$ cat src/rtl/int_alu_pkg.sv
package int_alu_pkg;
  typedef enum logic [2:0] {
    F3_ADDSUB = 3'b000,
    F3_SLL    = 3'b001,
    F3_SLT    = 3'b010,
    F3_SLTU   = 3'b011,
    F3_XOR    = 3'b100,
    F3_SR     = 3'b101,
    F3_OR     = 3'b110,
    F3_AND    = 3'b111
  } f3_e;

  localparam int unsigned F7_ALT_BIT = 5;
endpackage

$ cat src/rtl/int_alu_opsel.sv
module int_alu_opsel #(
  parameter int unsigned DATA_W = 32,
  parameter int unsigned IMM_W  = 12
) (
  input  logic              use_imm_i,
  input  logic [DATA_W-1:0] rs2_i,
  input  logic [IMM_W-1:0]  imm_i,
  output logic [DATA_W-1:0] op_b_o
);
  localparam int unsigned EXT_W = DATA_W - IMM_W;

  always_comb begin
    if (use_imm_i) op_b_o = {{EXT_W{imm_i[IMM_W-1]}}, imm_i};
    else           op_b_o = rs2_i;
  end

  // upper bits in imm mode must agree with the immediate sign
  always_comb begin
    if (use_imm_i)
      assert_imm_sext_R11: assert (op_b_o[DATA_W-1] == imm_i[IMM_W-1] && op_b_o[IMM_W-1:0] == imm_i);
  end
endmodule

$ cat src/rtl/int_alu_shift.sv
module int_alu_shift #(
  parameter int unsigned DATA_W = 32,
  localparam int unsigned SH_W  = $clog2(DATA_W)
) (
  input  logic [DATA_W-1:0] val_i,
  input  logic [SH_W-1:0]   amt_i,
  input  logic              left_i,
  input  logic              arith_i,
  output logic [DATA_W-1:0] res_o
);
  logic [DATA_W-1:0] stage [SH_W+1];
  logic [DATA_W-1:0] rev_in, rev_out;
  logic              fill;

  // left shift = right shift of the bit-reversed value
  for (genvar i = 0; i < DATA_W; i++) begin : g_rev
    assign rev_in[i]  = val_i[DATA_W-1-i];
    assign rev_out[i] = stage[SH_W][DATA_W-1-i];
  end

  assign fill     = arith_i & ~left_i & val_i[DATA_W-1];
  assign stage[0] = left_i ? rev_in : val_i;

  for (genvar s = 0; s < SH_W; s++) begin : g_stage
    localparam int unsigned D = 1 << s;
    assign stage[s+1] = amt_i[s] ? {{D{fill}}, stage[s][DATA_W-1:D]} : stage[s];
  end

  assign res_o = left_i ? rev_out : stage[SH_W];

  always_comb begin
    if (amt_i == '0) assert_zero_shift_R5: assert (res_o == val_i);
  end
endmodule

$ cat src/rtl/int_alu_cmp.sv
module int_alu_cmp #(
  parameter int unsigned DATA_W = 32
) (
  input  logic [DATA_W-1:0] a_i,
  input  logic [DATA_W-1:0] b_i,
  output logic              lt_s_o,
  output logic              lt_u_o
);
  assign lt_u_o = a_i < b_i;
  assign lt_s_o = (a_i[DATA_W-1] != b_i[DATA_W-1]) ? a_i[DATA_W-1] : lt_u_o;

  // signed and unsigned only disagree when the sign bits differ
  always_comb begin
    if (a_i[DATA_W-1] == b_i[DATA_W-1]) assert_sign_agree_R9: assert (lt_s_o == lt_u_o);
  end
endmodule

$ cat src/rtl/int_alu.sv
module int_alu
  import int_alu_pkg::*;
#(
  parameter int unsigned DATA_W = 32,
  parameter int unsigned IMM_W  = 12,
  localparam int unsigned SH_W  = $clog2(DATA_W)
) (
  input  logic              clk_i,
  input  logic              rst_ni,
  input  logic              in_valid_i,
  input  logic [2:0]        func3_i,
  input  logic [6:0]        func7_i,
  input  logic              use_imm_i,
  input  logic [DATA_W-1:0] rs1_i,
  input  logic [DATA_W-1:0] rs2_i,
  input  logic [IMM_W-1:0]  imm_i,
  output logic [DATA_W-1:0] result_o,
  output logic              out_valid_o
);
  logic [DATA_W-1:0] op_b, sum, sh_res, next_res;
  logic              alt, do_sub, lt_s, lt_u;
  f3_e               f3;

  assign f3     = f3_e'(func3_i);
  assign alt    = func7_i[F7_ALT_BIT];
  assign do_sub = alt & ~use_imm_i;

  int_alu_opsel #(.DATA_W(DATA_W), .IMM_W(IMM_W)) u_opsel (
    .use_imm_i (use_imm_i),
    .rs2_i     (rs2_i),
    .imm_i     (imm_i),
    .op_b_o    (op_b)
  );

  int_alu_shift #(.DATA_W(DATA_W)) u_shift (
    .val_i   (rs1_i),
    .amt_i   (op_b[SH_W-1:0]),
    .left_i  (f3 == F3_SLL),
    .arith_i (alt),
    .res_o   (sh_res)
  );

  int_alu_cmp #(.DATA_W(DATA_W)) u_cmp (
    .a_i    (rs1_i),
    .b_i    (op_b),
    .lt_s_o (lt_s),
    .lt_u_o (lt_u)
  );

  assign sum = rs1_i + (do_sub ? ~op_b : op_b) + DATA_W'(do_sub);

  always_comb begin
    unique case (f3)
      F3_ADDSUB: next_res = sum;
      F3_SLL,
      F3_SR:     next_res = sh_res;
      F3_SLT:    next_res = DATA_W'(lt_s);
      F3_SLTU:   next_res = DATA_W'(lt_u);
      F3_XOR:    next_res = rs1_i ^ op_b;
      F3_OR:     next_res = rs1_i | op_b;
      F3_AND:    next_res = rs1_i & op_b;
      default:   next_res = '0;
    endcase
  end

  always_ff @(posedge clk_i or negedge rst_ni) begin
    if (!rst_ni) begin
      out_valid_o <= 1'b0;
      result_o    <= '0;
    end else begin
      out_valid_o <= in_valid_i;
      if (in_valid_i) result_o <= next_res;
    end
  end

  assert_valid_follows_R2: assert property (@(posedge clk_i) disable iff (!rst_ni)
    in_valid_i |=> out_valid_o);
  assert_valid_drops_R2: assert property (@(posedge clk_i) disable iff (!rst_ni)
    !in_valid_i |=> !out_valid_o);
  assert_hold_R3: assert property (@(posedge clk_i) disable iff (!rst_ni)
    !in_valid_i |=> $stable(result_o));
  assert_slt_narrow_R8: assert property (@(posedge clk_i) disable iff (!rst_ni)
    (in_valid_i && (func3_i == F3_SLT || func3_i == F3_SLTU)) |=> result_o[DATA_W-1:1] == '0);
endmodule

$ cat config.mk
export PLATFORM = sky130hd
export DESIGN_NAME = int_alu
export DESIGN_NICKNAME = d
export VERILOG_FILES = /design/src/rtl/int_alu_pkg.sv /design/src/rtl/int_alu_opsel.sv /design/src/rtl/int_alu_shift.sv /design/src/rtl/int_alu_cmp.sv /design/src/rtl/int_alu.sv
export SDC_FILE = /design/constraint.sdc
export NUM_CORES = 1
export LEC_CHECK = 0
export ABC_CLOCK_PERIOD_IN_PS = 1000
export BUFFER_PORTS_ARGS = -buffer_cell sky130_fd_sc_hd__clkbuf_2
export CAP_MARGIN = 20
export CORE_ASPECT_RATIO = 0.9
export CORE_MARGIN = 2
export CORE_UTILIZATION = 62
export DETAILED_ROUTE_END_ITERATION = 8
export GPL_ROUTABILITY_DRIVEN = 0
export PLACE_DENSITY = 0.92
export SYNTH_ARGS = -nofsm -noshare
export SYNTH_HDL_FRONTEND = slang
export SYNTH_HIERARCHICAL = 1
export SYNTH_SLANG_ARGS = --single-unit
$ cat constraint.sdc
create_clock -name clk_i -period 1 [get_ports clk_i]
set_input_delay 0.1 -clock clk_i [delete_from_list [all_inputs] [get_ports clk_i]]
set_output_delay 0.1 -clock clk_i [all_outputs]
set_load 0.1 [all_outputs]
==> impl_metrics.toml, run 1 <==
[status]
haltStage = "global routing"
outcome = "stopped before the end"
tool.error = "[ERROR GRT-0116] Global routing finished with congestion. Check the congestion regions in the DRC Viewer."

[grt]
grt_max_degree = 34
first_global_vias = 21200
track_usage_pct = 105
grt_pass1_wl_mm = 141
grt_overflow_total = 1610

[clocking]
cts_buffer_depth = 2
clockRootBuffer = "clkbuf_16"
clock-sinks = 33
h-tree-depth = 2
cts_buffers = 5

[synthesis]
postSynthCellCount = 1308
synth_top_flop_cell = "dfrtp_1"
yosysUniqueCellTypes = 91
netlist_area_um2 = 10400
synth-edff-count = 0
yosysTopAreaCellShare_pct = 15.9
synthesis.nets = 1531
ys_top_cells_by_area = "ha_1 (16%), dfrtp_1 (8.0%), mux4_2 (7.4%)"
ys_seq_area_share_pct = 7.97
synth.largest_area_cell = "ha_1"
ys_warn_count = 6
synth-seq-cells = 33
postSynth.asyncResetShare_pct = 100
syn_area_per_cell_um2 = 7.92

[die]
boundaryPins = 123
start_util_pct = 63.8
die_w_um = 140
die_h_um = 127
rows = 44

[placed_design]
placed_cell_area_um2 = 14400
post-dp-hpwl_mm = 46.4
portBuffers = 116
[through the flow]
stage | worst slack (ns) | setup TNS [ns] | cells
after floorplan | -2.20 | -63.10 | 1308
after global placement | -2.24 | -67.98 | 1935
after detailed placement | -2.58 | -76.29 | 1935
after CTS | -2.19 | -65.42 | 1983
[repair_timing]
item,in CTS
pin swaps,42
resized for setup,151
buffers inserted,40
endpoints found under the setup margin,59
hold endpoints to repair,33
hold buffers,1
[layer usage]
layer / GRT overflow / GRT usage (%)
met2: 995 / 127
met5: 21 / 75.9
met4: 380 / 118
met1: 101 / 94.8
met3: 113 / 90.2
[cells in the mapped netlist (6+ instances only)]
| cell | count |
|---|---|
| ha_1 | 132 |
| a21oi_1 | 118 |
| inv_1 | 113 |
| nand2_1 | 103 |
| nor2_1 | 93 |
| mux2_2 | 56 |
| o21ai_0 | 53 |
| xnor2_1 | 46 |
| clkbuf_1 | 45 |
| mux4_2 | 34 |
| dfrtp_1 | 33 |
| mux2i_1 | 32 |
| o22ai_1 | 31 |
| mux2_4 | 30 |
| a21o_1 | 25 |
| nand4_1 | 20 |
| a221oi_1 | 19 |
| a31oi_1 | 19 |
| a211oi_1 | 17 |
| buf_2 | 17 |
| nand3_1 | 16 |
| nor3_1 | 16 |
| nand2b_1 | 13 |
| nor2b_1 | 13 |
| o211ai_1 | 13 |
| buf_1 | 10 |
| o21ai_1 | 10 |
| o221ai_1 | 10 |
| a221o_1 | 9 |
| and3_1 | 9 |
| o21a_1 | 9 |
| xor2_1 | 8 |
| o31ai_1 | 7 |
| or2_2 | 7 |
| a211o_1 | 6 |
| and2_1 | 6 |
| o21bai_1 | 6 |
| or3_1 | 6 |
[kinds of logic after synthesis]
kind of cell / count (synthesis) / synth area share [%]
adder cells (fa/ha/maj): 133 / 16.1
buffers and inverters: 199 / 8.36
multiplexers: 154 / 21.1
AO/OA/AOI/OAI: 409 / 26.8
flip-flops: 33 / 7.97
AND/OR/NAND/NOR: 326 / 15.0
XOR/XNOR: 54 / 4.57
==> run 2, diff against run 1 <==
- CORE_ASPECT_RATIO: 0.9 -> unset
- CORE_UTILIZATION: 62 -> 40
- PLACE_DENSITY: 0.92 -> unset
- PLACE_DENSITY_LB_ADDON: unset -> 0.15
==> run 2 against run 1 <==
Compared with the run above: synthesized cell count unchanged; the flow now finishes, with violations (negative setup slack); synthesized area unchanged.
==> impl_metrics.toml, run 2 <==
[sta]
worstMarginPinSlew_ns = 0.723
worst_slack_ns = -2.10
fmax_mhz = 322
timing.final.crit_share_pct = 310
slew_headroom_pct = 51.6
skew_ns = 0
hold_slack_ns = 0.274
layout_min_cycle_time_ns = 3.10
maxSlewViolCount = 0
hold_violations = 0
setup-violations-final = 42
rsz0062_at_grt = "true"

[hold_path]
hold_path_depth = 3
hold_class = "input port to flip-flop"
min-delay-start = "in_valid_i"
hold-path-endpoint = "out_valid_o$_DFF_PN0_"

[cells_and_area]
largest_reg_flops = 32
nets = 1996
multi_input_area_um2 = 9440
n_fill_cell = 2169
utilization_pct = 62.6
synthToLayoutAreaGrowth_pct = 53.2
seqCellArea_um2 = 835
top_register = "result_o"
final_cells = 2105
drive_above_1_share_pct = 46.3
reg.largest.list = "result_o: 32 flops, out_valid_o: 1 flops"
layout_common_cells = "buf_4 (393), ha_1 (127), inv_1 (110)"
layout_commonest_cell = "buf_4"
design_area_um2 = 15900

[grt]
grt_max_degree = 34
grt_overflow_total = 0
antenna_found_initial = 1
first_global_vias = 12800
grt_pass1_wl_mm = 75.0
track_usage_pct = 36.5

[placed_design]
post-dp-hpwl_mm = 38.5
place_inst = 2068
placed_cell_area_um2 = 14700
portBuffers = 116

[route]
remaining_drc_errors = 0
drtPass1Iterations = 6
drtIter0Drc = 1419
wirelength_mm = 49.7
wl_per_cell_um = 23.6
vias = 13000
drt-vias-per-instance = 6.18
final_antenna_net_count = 0

[clocking]
clockRootBuffer = "clkbuf_16"
clock-sinks = 33
clk_pin_slew_worst_paths_ns = 0.06
cts_tree = "done"
worstSkewPairLatency_ns = 0.30
h-tree-depth = 2
cts_buffer_depth = 2
cts_buffers = 5

[die]
boundaryPins = 123
start_util_pct = 40.9
dieArea_um2 = 27200
die_h_um = 165
rows = 58
die_w_um = 165
core_area_um2 = 25300

[setup_path]
cp.arrival_ns = 3.28
worstPathMaxFanout = 20
cp_slowest_cell = "mux4_2"
cp_num_buf_inv = 2
rrSetupSlack_ns = -0.02
critPathLaunchType = "input port"
r2r_end = "result_o[25]$_DFFE_PN0P_"
end_kind = "flip-flop"
timing.rr.start = "result_o[25]$_DFFE_PN0P_"
critPathRequiredTime_ns = 1.17
path_delay_family = "compound AO/OA/AOI/OAI gates"
path_class = "input port to flip-flop"
crit_top_cell = "mux2_4"
r2r_cells = 4
worstPathCellList = "buf_8, mux2_4, buf_12, mux2_2, mux4_2, o211a_1, a221oi_2, o221ai_1, a21o_1, a21oi_2, o22ai_1, a221oi_1, a21oi_1, mux2_4"
cpPeakStageDelay_ns = 0.54

[synthesis]
netlist_area_um2 = 10400
postSynthCellCount = 1308
synth-seq-cells = 33
synth-edff-count = 0
postSynth.asyncResetShare_pct = 100
ys_warn_count = 6
yosysUniqueCellTypes = 91
ys_seq_area_share_pct = 7.97
synthesis.nets = 1531
ys_top_cells_by_count = "ha_1 (132), a21oi_1 (118), inv_1 (113)"
synth.largest_area_cell = "ha_1"
syn_area_per_cell_um2 = 7.92
yosysTopAreaCellShare_pct = 15.9
yosysMostFrequentCell = "ha_1"
synth_top_flop_cell = "dfrtp_1"
ys_top_cells_by_area = "ha_1 (16%), dfrtp_1 (8.0%), mux4_2 (7.4%)"

[status]
outcome = "complete, but fails checks"
violations = "negative setup slack"

[flow_run]
maxCapViolations = 0

[pwr]
total_power_mw = 17.7
power_density_nw_per_um2 = 1120
leakage_nw = 7.67
p_comb_share_pct = 78.4
p_seq_share_pct = 10.7
p_sw_share_pct = 48.8
switchingPower_mw = 8.64
p_clk_share_pct = 10.9
intPower_mw = 9.06
ir_drop_uv = 1030
[run 2: cell counts after synthesis]
Identical to the previous run, type by type.
[run 2: worst max path at each step]
stage                          from                  endpoint  cells after the start
after floorplan           use_imm_i  result_o[11]$_DFFE_PN0P_                     15
after global placement    use_imm_i  result_o[26]$_DFFE_PN0P_                     14
after detailed placement  use_imm_i  result_o[26]$_DFFE_PN0P_                     14
after CTS                 use_imm_i   result_o[7]$_DFFE_PN0P_                     15
after global routing      use_imm_i  result_o[11]$_DFFE_PN0P_                     14
final                     use_imm_i  result_o[11]$_DFFE_PN0P_                     14
[run 2: power by group through the flow]
| stage | sequential [mW] | combinational (mW) | clock [mW] |
|---|---|---|---|
| floorplan | 3.47 | 5.41 | 0 |
| global placement | 1.90 | 12.4 | 0 |
| detailed placement | 1.89 | 12.6 | 0 |
| CTS | 1.89 | 13.2 | 1.95 |
| global route | 1.92 | 14.6 | 2.00 |
| finish | 1.90 | 13.9 | 1.93 |
[run 2: timing repair]
action	in CTS	in global routing
hold buffers	1	0
endpoints found under the hold margin	33	0
endpoints found under the setup margin	42	57
setup buffers	14	9
cloned	5	0
pin swaps	31	54
resized for setup	83	70
[run 2: layer usage]
| layer | vias to the layer above | wire [um] | global-route usage (%) |
|---|---|---|---|
| met1 | 6231 | 19800 | 48.0 |
| met3 | 201 | 5090 | 6.63 |
| li1 | 5805 | - | - |
| met2 | 770 | 21600 | 56.0 |
| met4 | 0 | 3150 | 20.7 |
| met5 | - | 0 | 0 |
[run 2: kinds of logic (layout without fill, tap and decap cells)]
kind of cell | Yosys count | after routing | share of synthesized area [%]
multiplexers | 154 | 156 | 21.1
adder cells (fa/ha/maj) | 133 | 133 | 16.1
flip-flops | 33 | 33 | 7.97
other | 0 | 1 | 0
buffers and inverters | 199 | 663 | 8.36
AO/OA/AOI/OAI | 409 | 409 | 26.8
XOR/XNOR | 54 | 54 | 4.57
AND/OR/NAND/NOR | 326 | 326 | 15.0
[run 2: stage by stage]
| stage | setup slack (ns) | setup TNS [ns] |
|---|---|---|
| CTS | -2.01 | -60.64 |
| global route | -2.18 | -64.45 |
| detailed placement | -2.46 | -71.59 |
| finish | -2.10 | -62.21 |
| global placement | -2.39 | -70.22 |
| floorplan | -2.20 | -63.10 |
[run 2: layout make-up]
| cell class | instances | area share [%] |
|---|---|---|
| Clock inverter | 1 | 0.189 |
| Timing Repair Buffer | 540 | 28.8 |
| Sequential cell | 33 | 5.26 |
| Clock buffer | 7 | 0.899 |
| Tap cell | 330 | 2.60 |
| Multi-Input combinational cell | 1078 | 59.5 |
| Antenna cell | 1 | 0.0158 |
| Inverter | 115 | 2.74 |
[run 2: tightest hold or removal path, stage by stage]
cell	delay, ns
clkbuf_2	0.10
buf_4	0.11
buf_4	0.19
Power figures use the tool's default switching activity.
